<file path="config.mk">
export PLATFORM = sky130hd
export DESIGN_NAME = core_boot_ctrl
export DESIGN_NICKNAME = d
export VERILOG_FILES = /design/src/rtl/core_boot_pkg.sv /design/src/rtl/cbc_decode.sv /design/src/rtl/cbc_regs.sv /design/src/rtl/cbc_launch.sv /design/src/rtl/core_boot_ctrl.sv
export SDC_FILE = /design/constraint.sdc
export NUM_CORES = 1
export LEC_CHECK = 0
export ABC_CLOCK_PERIOD_IN_PS = 2400
export BUFFER_PORTS_ARGS = -buffer_cell sky130_fd_sc_hd__buf_2
export CAP_MARGIN = 10
export CELL_PAD_IN_SITES_DETAIL_PLACEMENT = 1
export CELL_PAD_IN_SITES_GLOBAL_PLACEMENT = 1
export CORE_AREA = 2 2 181 130
export CTS_CLUSTER_SIZE = 30
export DETAILED_ROUTE_END_ITERATION = 10
export DIE_AREA = 0 0 183 132
export GPL_TIMING_DRIVEN = 0
export PLACE_DENSITY_LB_ADDON = 0.2
export SYNTH_ARGS = -nofsm -noshare
export SYNTH_HDL_FRONTEND = slang
export SYNTH_SLANG_ARGS = --single-unit
</file>
<file path="constraint.sdc">
create_clock -name clk -period 2.4 [get_ports clk]
set_input_delay 0 -clock clk [delete_from_list [all_inputs] [get_ports clk]]
set_output_delay 0 -clock clk [all_outputs]
set_load 0.005 [all_outputs]
</file>
<file path="src/rtl/core_boot_pkg.sv">
`timescale 1ns/1ps
package core_boot_pkg;

    typedef enum logic [3:0] {
        RC_CLUSTER_RST,
        RC_CORE_RST,
        RC_CORE_CTRL,
        RC_CORE_STAT,
        RC_GATE,
        RC_GEN,
        RC_STBY,
        RC_ENTRY,
        RC_UNIMP,
        RC_BAD
    } reg_class_e;

    typedef enum logic {
        LN_IDLE,
        LN_FIRE
    } launch_state_e;

    // Slot geometry: core index = (offset - SLOT_BASE) >> 6
    localparam int unsigned SLOT_BASE   = 32'h040;
    localparam int unsigned SLOT_STRIDE = 32'h040;
    localparam int unsigned CTRL_OFS    = 32'h004;
    localparam int unsigned STAT_OFS    = 32'h008;

    localparam int unsigned A_CLUSTER = 32'h000;
    localparam int unsigned A_SYSRST  = 32'h140;
    localparam int unsigned A_GATE    = 32'h144;
    localparam int unsigned A_GEN     = 32'h184;
    localparam int unsigned A_STBY    = 32'h1A0;
    localparam int unsigned A_ENTRY   = 32'h1A4;
    localparam int unsigned A_DEBUG   = 32'h1E4;
    localparam int unsigned A_CNT_CTL = 32'h280;
    localparam int unsigned A_CNT_LO  = 32'h284;
    localparam int unsigned A_CNT_HI  = 32'h288;

    localparam logic [31:0] V_RELEASED  = 32'h1;
    localparam logic [31:0] V_CORE_RST  = 32'h3;
    localparam logic [31:0] V_CORE_STAT = 32'h1;
    localparam logic [31:0] V_GATE      = 32'h10F;
    localparam logic [31:0] V_GEN_INIT  = 32'h20;
    localparam logic [1:0]  V_BOOT_EL   = 2'd3;

endpackage

</file>
<file path="src/rtl/cbc_decode.sv">
`timescale 1ns/1ps
module cbc_decode
    import core_boot_pkg::*;
#(
    parameter int unsigned ADDR_W = 10,
    parameter int unsigned CORES  = 4,
    localparam int unsigned IDX_W = (CORES > 1) ? $clog2(CORES) : 1
) (
    input  logic [ADDR_W-1:0] addr,
    output reg_class_e        cls,
    output logic [IDX_W-1:0]  core_idx
);

    always_comb begin
        cls      = RC_BAD;
        core_idx = '0;
        case (addr)
            ADDR_W'(A_CLUSTER), ADDR_W'(A_SYSRST): cls = RC_CLUSTER_RST;
            ADDR_W'(A_GATE):                      cls = RC_GATE;
            ADDR_W'(A_GEN):                       cls = RC_GEN;
            ADDR_W'(A_STBY):                      cls = RC_STBY;
            ADDR_W'(A_ENTRY):                     cls = RC_ENTRY;
            ADDR_W'(A_DEBUG), ADDR_W'(A_CNT_CTL),
            ADDR_W'(A_CNT_LO), ADDR_W'(A_CNT_HI): cls = RC_UNIMP;
            default:                              cls = RC_BAD;
        endcase
        for (int c = 0; c < CORES; c++) begin
            if (addr == ADDR_W'(SLOT_BASE + c * SLOT_STRIDE)) begin
                cls      = RC_CORE_RST;
                core_idx = IDX_W'(c);
            end
            if (addr == ADDR_W'(SLOT_BASE + c * SLOT_STRIDE + CTRL_OFS)) begin
                cls = RC_CORE_CTRL;
            end
            if (addr == ADDR_W'(SLOT_BASE + c * SLOT_STRIDE + STAT_OFS)) begin
                cls = RC_CORE_STAT;
            end
        end
    end

endmodule

</file>
<file path="src/rtl/cbc_regs.sv">
`timescale 1ns/1ps
module cbc_regs
    import core_boot_pkg::*;
#(
    parameter int unsigned DATA_W = 32
) (
    input  logic              clk,
    input  logic              rst,
    input  logic              req,
    input  logic              we,
    input  logic [DATA_W-1:0] wdata,
    input  reg_class_e        cls,
    input  logic              flag_clr,
    output logic [DATA_W-1:0] entry,
    output logic [DATA_W-1:0] rdata,
    output logic              rvalid,
    output logic              unimp_flag,
    output logic              err_flag
);

    logic [DATA_W-1:0] gen_q, stby_q, entry_q, rd_mux;
    logic              wr, rd;

    assign wr    = req && we;
    assign rd    = req && !we;
    assign entry = entry_q;

    always_comb begin
        unique case (cls)
            RC_CLUSTER_RST: rd_mux = DATA_W'(V_RELEASED);
            RC_CORE_RST:    rd_mux = DATA_W'(V_CORE_RST);
            RC_CORE_STAT:   rd_mux = DATA_W'(V_CORE_STAT);
            RC_GATE:        rd_mux = DATA_W'(V_GATE);
            RC_GEN:         rd_mux = gen_q;
            RC_STBY:        rd_mux = stby_q;
            RC_ENTRY:       rd_mux = entry_q;
            default:        rd_mux = '0;
        endcase
    end

    always_ff @(posedge clk) begin
        if (rst) begin
            gen_q   <= DATA_W'(V_GEN_INIT);
            stby_q  <= '0;
            entry_q <= '0;
        end else if (wr) begin
            if (cls == RC_GEN)   gen_q   <= wdata;
            if (cls == RC_STBY)  stby_q  <= wdata;
            if (cls == RC_ENTRY) entry_q <= wdata;
        end
    end

    always_ff @(posedge clk) begin
        if (rst) begin
            rvalid <= 1'b0;
            rdata  <= '0;
        end else begin
            rvalid <= rd;
            rdata  <= rd ? rd_mux : '0;
        end
    end

    always_ff @(posedge clk) begin
        if (rst) begin
            unimp_flag <= 1'b0;
            err_flag   <= 1'b0;
        end else begin
            if (req && cls == RC_UNIMP) unimp_flag <= 1'b1;
            else if (flag_clr)          unimp_flag <= 1'b0;
            if (req && cls == RC_BAD)   err_flag <= 1'b1;
            else if (flag_clr)          err_flag <= 1'b0;
        end
    end

endmodule

</file>
<file path="src/rtl/cbc_launch.sv">
`timescale 1ns/1ps
module cbc_launch
    import core_boot_pkg::*;
#(
    parameter int unsigned DATA_W = 32,
    parameter int unsigned CORES  = 4,
    parameter int unsigned EL_W   = 2,
    localparam int unsigned IDX_W = (CORES > 1) ? $clog2(CORES) : 1
) (
    input  logic              clk,
    input  logic              rst,
    input  logic              hit,
    input  logic [IDX_W-1:0]  hit_idx,
    input  logic [DATA_W-1:0] entry,
    output logic [CORES-1:0]  pwr_on_req,
    output logic [DATA_W-1:0] pwr_on_addr,
    output logic [EL_W-1:0]   pwr_on_el
);

    launch_state_e     state_q, state_d;
    logic [IDX_W-1:0]  idx_q;
    logic [DATA_W-1:0] addr_q;

    always_comb begin
        state_d = state_q;
        unique case (state_q)
            LN_IDLE: if (hit) state_d = LN_FIRE;   // go
            LN_FIRE: state_d = hit ? LN_FIRE       // again
                                   : LN_IDLE;      // done
            default: state_d = LN_IDLE;
        endcase
    end

    always_ff @(posedge clk) begin
        if (rst) begin
            state_q <= LN_IDLE;
            idx_q   <= '0;
            addr_q  <= '0;
        end else begin
            state_q <= state_d;
            if (hit) begin
                idx_q  <= hit_idx;
                addr_q <= entry;
            end
        end
    end

    always_comb begin
        pwr_on_req  = '0;
        pwr_on_addr = '0;
        pwr_on_el   = '0;
        unique case (state_q)
            LN_IDLE: ;
            LN_FIRE: begin
                pwr_on_req[idx_q] = 1'b1;
                pwr_on_addr       = addr_q;
                pwr_on_el         = EL_W'(V_BOOT_EL);
            end
            default: ;
        endcase
    end

endmodule

</file>
<file path="src/rtl/core_boot_ctrl.sv">
`timescale 1ns/1ps
module core_boot_ctrl
    import core_boot_pkg::*;
#(
    parameter int unsigned ADDR_W = 10,
    parameter int unsigned DATA_W = 32,
    parameter int unsigned CORES  = 4,
    parameter int unsigned EL_W   = 2
) (
    input  logic              clk,
    input  logic              rst,
    input  logic              bus_req,
    input  logic              bus_we,
    input  logic [ADDR_W-1:0] bus_addr,
    input  logic [DATA_W-1:0] bus_wdata,
    output logic [DATA_W-1:0] bus_rdata,
    output logic              bus_rvalid,
    input  logic              flag_clr,
    output logic              unimp_flag,
    output logic              err_flag,
    output logic [CORES-1:0]  pwr_on_req,
    output logic [DATA_W-1:0] pwr_on_addr,
    output logic [EL_W-1:0]   pwr_on_el
);

    localparam int unsigned IDX_W = (CORES > 1) ? $clog2(CORES) : 1;

    reg_class_e        cls;
    logic [IDX_W-1:0]  core_idx;
    logic [DATA_W-1:0] entry;
    logic              launch_hit;

    cbc_decode #(.ADDR_W(ADDR_W), .CORES(CORES)) u_decode (
        .addr     (bus_addr),
        .cls      (cls),
        .core_idx (core_idx)
    );

    cbc_regs #(.DATA_W(DATA_W)) u_regs (
        .clk        (clk),
        .rst        (rst),
        .req        (bus_req),
        .we         (bus_we),
        .wdata      (bus_wdata),
        .cls        (cls),
        .flag_clr   (flag_clr),
        .entry      (entry),
        .rdata      (bus_rdata),
        .rvalid     (bus_rvalid),
        .unimp_flag (unimp_flag),
        .err_flag   (err_flag)
    );

    assign launch_hit = bus_req && bus_we && (cls == RC_CORE_RST) && (bus_wdata != '0);

    cbc_launch #(.DATA_W(DATA_W), .CORES(CORES), .EL_W(EL_W)) u_launch (
        .clk         (clk),
        .rst         (rst),
        .hit         (launch_hit),
        .hit_idx     (core_idx),
        .entry       (entry),
        .pwr_on_req  (pwr_on_req),
        .pwr_on_addr (pwr_on_addr),
        .pwr_on_el   (pwr_on_el)
    );

endmodule

</file>
Yosys cells after proc, flatten, opt, wreduce, memory -nomap -nowiden. Cells that the tools add are included.

Shifts and indexed selects: 0. Multiplexer cells: 26. Add/sub/neg operators: 0. Bitwise logic cells: 1. Equality and inequality tests: 29. Reductions and logical operators: 20. Multiply operators: 0. Magnitude comparators: 2. Div/mod/pow operators: 0.

Operators by type and width (count): $pmux W32 S6 (1); $eq A10 B9 Y1 const B (9); $eq A10 B8 Y1 const B (6); $mux W4 (13); $mux W32 (1); $reduce_bool A32 Y1 (1); $eq A10 B10 Y1 const B (3); $eq A10 B7 Y1 const B (3); $pmux W4 S6 (1); $eq A4 B3 Y1 const B (4); $logic_not A10 Y1 (1); $eq A4 B4 Y1 const B (2); $logic_and A1 B1 Y1 (7); $mux W1 (6); $mux W2 (3); $reduce_and A2 Y1 (3); $reduce_or A2 Y1 (3); $eq A4 B1 Y1 const B (1); $eq A4 B2 Y1 const B (1); $logic_not A4 Y1 (1); $reduce_bool A2 Y1 (2); $reduce_or A4 Y1 (1); $lt A2 B3 Y1 const B (1); $demux W1 S2 (1); 3 further kinds (3).

RAM bits: 0. ROM bits: 0. Logic and storage cells: 88. Bits of input ports: 47. Bits in latches: 0. Bits in registers: 166. Output and inout port bits: 73. Memories kept: 0.

Longest topological paths before layout.
Word-level depth: 19. Gate-level depth with buffers: 10. Depth with buffers taken out: 7.

Modules after synthesis. Synthesis repeated with hierarchy kept, for this count alone.

Cell total of the unflattened synthesis: 847. Area, all modules: 7439.6 um^2.

By module, submodules not included: cbc_regs (cells an instance 638, area an instance 5496.5 um^2, sequential area each 2622.5 um^2, times used 1); cbc_launch (cells an instance 154, area an instance 1537.7 um^2, sequential area each 700.7 um^2, times used 1); cbc_decode (cells an instance 43, area an instance 297.8 um^2, sequential area each 0.0 um^2, times used 1); core_boot_ctrl (cells an instance 12, area an instance 107.6 um^2, sequential area each 0.0 um^2, times used 1).

Worst setup path before layout. No wires, ideal clock.

Path kind: input to register. From: in bus_addr[5]. To: reg u_regs.gen_q[0]. Buffers on the path: 3. Arrival time: 1613 ps. Slack: 660 ps. Setup time: 128 ps. Stages on the path: 9. Data required time: 2272 ps. Cell sequence: buf_6 > nor3_1 > a32o_2 > nand3_4 > or4_1 > buf_2 > buf_6 > mux2i_1 > nor2_1.

Longest elaborated chain between the ends: 17. Elaborated cells between the ends (all ways): 39. Classes of those cells: eq/ne: 22; mux: 13; reduce/logical: 4.

RTL lines: start: declaration (RTL line core_boot_ctrl.sv:14) `input logic [ADDR_W-1:0] bus_addr,`; $eq A10 B9 Y1, or another cell as far along (RTL line cbc_decode.sv:17) `case (addr)`; $reduce_or A4 Y1 / $reduce_or A2 Y1 (equally long branches) (RTL line cbc_decode.sv:17); $pmux W4 S6 (RTL line cbc_decode.sv:17); $mux W4 (RTL line cbc_decode.sv:28) `if (addr == ADDR_W'(SLOT_BASE + c * SLOT_STRIDE)) begin`; $mux W4 (RTL line cbc_decode.sv:32) `if (addr == ADDR_W'(SLOT_BASE + c * SLOT_STRIDE + CTRL_OFS)) begin`; $mux W4 (RTL line cbc_decode.sv:35) `if (addr == ADDR_W'(SLOT_BASE + c * SLOT_STRIDE + STAT_OFS)) begin`; $mux W4 (RTL line cbc_decode.sv:28); $mux W4 (RTL line cbc_decode.sv:32); $mux W4 (RTL line cbc_decode.sv:35); $mux W4 (RTL line cbc_decode.sv:28); $mux W4 (RTL line cbc_decode.sv:32); $mux W4 (RTL line cbc_decode.sv:35); $mux W4 (RTL line cbc_decode.sv:28); $mux W4 (RTL line cbc_decode.sv:32); $mux W4 * (RTL line cbc_decode.sv:35); $eq A4 B3 Y1 * (RTL line cbc_regs.sv:47) `if (cls == RC_GEN) gen_q <= wdata;`; $reduce_and A2 Y1 (no source line) *; end signal: assignment (RTL line cbc_regs.sv:43) `gen_q <= DATA_W'(V_GEN_INIT);`; end signal: assignment (RTL line cbc_regs.sv:47); end: declaration (RTL line cbc_regs.sv:21) `logic [DATA_W-1:0] gen_q, stby_q, entry_q, rd_mux;`.

Every way passes the cells marked *; elsewhere a longest branch is shown, timed or not. A chain may end at the register's enable or synchronous reset.

Worst setup path after layout.
From: in bus_req. To: reg u_regs.rdata[23].

Longest elaborated chain between the ends: 3.

RTL lines: start: declaration (RTL line core_boot_ctrl.sv:12) `input logic bus_req,`; $logic_and A1 B1 Y1 (RTL line cbc_regs.sv:25) `assign rd = req && !we;`; $not A1 Y1 (no source line); $reduce_or A2 Y1 (no source line); end signal: assignment (RTL line cbc_regs.sv:59) `rdata <= rd ? rd_mux : '0;`; end: declaration (RTL line cbc_regs.sv:15) `output logic [DATA_W-1:0] rdata,`.

Every way passes these cells.

==> results.sh <==
export IMPL_status="completed"
export IMPL_ff2ff_path_depth=3
export IMPL_r2r_end="u_regs.unimp_flag"
export IMPL_drt_total_wl_mm=22.0
export IMPL_period_share_pct=92.6
export IMPL_detail_route_wl_per_cell_um=18.2
export IMPL_gp_congestion=0.758
export IMPL_grt_max_degree=17
export IMPL_async_flop_share_pct=0
export IMPL_grt_use_total_pct=18.5
export IMPL_dp_slack_ns=-0.0179
export IMPL_initial_core_util_pct=30.6
export IMPL_netlist_area_um2=6820
export IMPL_drt_iter0_markers=232
export IMPL_r2r_setup_slack_ns=1.20
export IMPL_io_buffers=117
export IMPL_clock_sinks=166
export IMPL_setup_ws_ns=0.178
export IMPL_hp_start="bus_addr[0]"
export IMPL_synthFlopType="dfxtp_1"
export IMPL_synthToLayoutAreaGrowth_pct=28.6
export IMPL_syn_instance_count=733
export IMPL_design_die_area_um2=24200
export IMPL_min_period_ns=2.22
export IMPL_slew_violations=0
export IMPL_num_nets_final=954
export IMPL_die_w_um=183
export IMPL_clk_pin_slew_ns=0.07
export IMPL_p_leak_nw=4.10
export IMPL_rsz0062_at_grt="no"
export IMPL_max_cap_viol_count=0
export IMPL_ios=120
export IMPL_cts_made_buffers=17
export IMPL_cts_root_buf="clkbuf_16"
export IMPL_core_um2=22300
export IMPL_cp_required_ns=2.72
export IMPL_cts_htree_levels=4
export IMPL_yosys_cell_types_count=48
export IMPL_tightest_slew_ns=0.839
export IMPL_drt_first_pass_iters=4
export IMPL_min_path_cells=5
export IMPL_via_count=5733
export IMPL_finalSetupViolCount=0
export IMPL_grt_ovfl_total=0
export IMPL_irDropWorstVdd_mv=0.509
export IMPL_p_per_area_nw_per_um2=676
export IMPL_crit_type="in -> reg"
export IMPL_r2r_start="u_regs.unimp_flag"
export IMPL_grt_pass1_vias=5862
export IMPL_ys_warn_count=0
export IMPL_crit_fanout=10
export IMPL_min_to="u_launch.idx_q[1]"
export IMPL_worst_ep_arrival_time_ns=2.54
export IMPL_antenna_left=0
export IMPL_start_kind="primary input"
export IMPL_fmax_mhz=450
export IMPL_whs_ns=0.0545
export IMPL_cpMaxStageDelayCell="nor4b_4"
export IMPL_clock_path_buffers=2
export IMPL_rows=46
export IMPL_post_cts_buffers=0
export IMPL_slowest_delay_ns=0.76
export IMPL_clock_latency_ns=0.43
export IMPL_hold_viol_final=0
export IMPL_synth_edf_count=0
export IMPL_cp_end_kind="flip-flop"
export IMPL_dp_cells=1138
export IMPL_hold_path_class="in -> reg"
export IMPL_ys_ff_latch=166
export IMPL_cts_tree="done"
export IMPL_hpwl_mm=15.5
export IMPL_cp_cell_sequence="dlygate4sd3_1 > buf_2 > nor3b_1 > a21bo_2 > nor4b_4 > buf_6 > nand2_1 > o21ai_1"
export IMPL_antenna_found_initial=1
export IMPL_drive_gt1_share_pct=20.5
export IMPL_drcViolationCount=0
export IMPL_final_util_pct=39.3
export IMPL_die_y_um=132
export IMPL_final_cells=1208
export IMPL_grt_pass1_wl_mm=34.2
export IMPL_relSlewSlack_pct=43.8
export IMPL_post_synth_cell_area_avg_um2=9.31
export IMPL_yosysSeqAreaShare_pct=48.7
export IMPL_synth_nets=780
export IMPL_fin_skew_ns=0.0107
export IMPL_via_per_inst=4.75
[worst max path at each step]
stage	cells after the start	from	end	slack, ns
after floorplan	9	bus_addr[5]	u_regs.gen_q[0]	0.66
after global placement	9	bus_addr[9]	u_regs.rdata[30]	-0.07
after detailed placement	9	bus_addr[9]	u_regs.rdata[30]	-0.02
after CTS	11	bus_wdata[3]	u_launch.addr_q[10]	0.05
after global routing	11	bus_wdata[3]	u_launch.addr_q[12]	0.01
final	8	bus_req	u_regs.rdata[23]	0.18
[power by group]
part	internal [mW]	switching, mW
Clock	1.72	1.18
Combinational	0.111	0.164
Sequential	2.76	0.00107
[cell usage in the layout (no fill, tap or decap), types with 3 or more instances in the layout]
cell           netlist  final
bufinv_16            0      3
nor3b_1              4      4
and2_1              34     34
inv_6                0      3
o21ai_1             21     21
clkbuf_8             0      3
inv_1                3      3
dlygate4sd3_1        0     38
nand3_1              4      4
or4_1                4      4
clkbuf_16            0     17
dfxtp_1            166    166
nand4_1              4      4
nor4_1               8      6
a21oi_1             42     42
clkinv_2             0      3
nor2_1             109    109
mux2i_1            127    127
buf_2               11    128
o22ai_1              4      4
o21ai_0              8      8
xnor2_1              3      3
buf_6                8      8
buf_4                8      8
clkbuf_1            25     25
nand2_1            103    103
[cells by family after synthesis]
family,Yosys count,synth area share (%)
AND/OR/NAND/NOR,290,19.9
flip-flops,166,48.7
multiplexers,127,18.6
AO/OA/AOI/OAI,91,7.70
buffers and inverters,55,4.55
XOR/XNOR,4,0.513
[state kept, by name, summed over array words and instances, names as in the netlist, 2 cells and up]
name	cells
u_launch.addr_q	32
u_launch.idx_q	2
u_regs.entry	32
u_regs.gen_q	32
u_regs.rdata	32
u_regs.stby_q	32
[metrics by stage]
step           cell area (um^2)  power (mW)  setup TNS, ns
6_report                   8780        5.94              0
2_1_floorplan              6820        2.92              0
3_5_place_dp               7770        3.05        -0.0206
5_1_grt                    8780        6.13              0
3_3_place_gp               7770        3.05         -0.177
4_1_cts                    8760        5.99              0
[repair_timing]
action                     4_1_cts  5_1_grt
setup endpoints to repair        0       27
hold endpoints to repair       101        0
resized for setup                0        2
hold buffers                    38        0
[synth_stat cells, types with 3 or more instances]
cell | n | area [um^2]
nor2_1 | 109 | 409
nor3b_1 | 4 | 30.0
nand3_1 | 4 | 20.0
buf_4 | 8 | 60.1
o21ai_0 | 8 | 40.0
and2_1 | 34 | 213
inv_1 | 3 | 11.3
clkbuf_1 | 25 | 93.8
mux2i_1 | 127 | 1270
dfxtp_1 | 166 | 3320
a21oi_1 | 42 | 210
o21ai_1 | 21 | 105
nand4_1 | 4 | 25.0
xnor2_1 | 3 | 26.3
o22ai_1 | 4 | 25.0
nor4_1 | 8 | 50.1
or4_1 | 4 | 30.0
nand2_1 | 103 | 387
buf_2 | 11 | 55.1
buf_6 | 8 | 90.1
[critical path: cells and delay by family]
kind | cells | cell delay, ns
and+or+nand+nor | 3 | 1.16
AOI/OAI and AO/OA | 2 | 0.46
buffers and inverters | 3 | 0.92
[per-layer routing]
layer  vias to the layer above  GRT usage [%]  part of all wire [%]
met5                         -              0                     0
met4                         0           4.13                   1.1
met3                        22           3.31                   2.9
met2                       106           27.7                    42
met1                      2769           27.7                    54
li1                       2836              -                     -
[area by class of cell]
type / count / area (um^2)
diodes: 1 / 2.50
plain buffers: 52 / 299
clock buffers: 20 / 467
clock inverters: 11 / 146
fillers: 2614 / 13600
inverters: 3 / 11.3
multi-input cells: 512 / 3200
flip-flops and latches: 166 / 3320
well taps: 288 / 360
repair buffers: 155 / 966
Note: power is estimated with default switching activity, not from simulation.
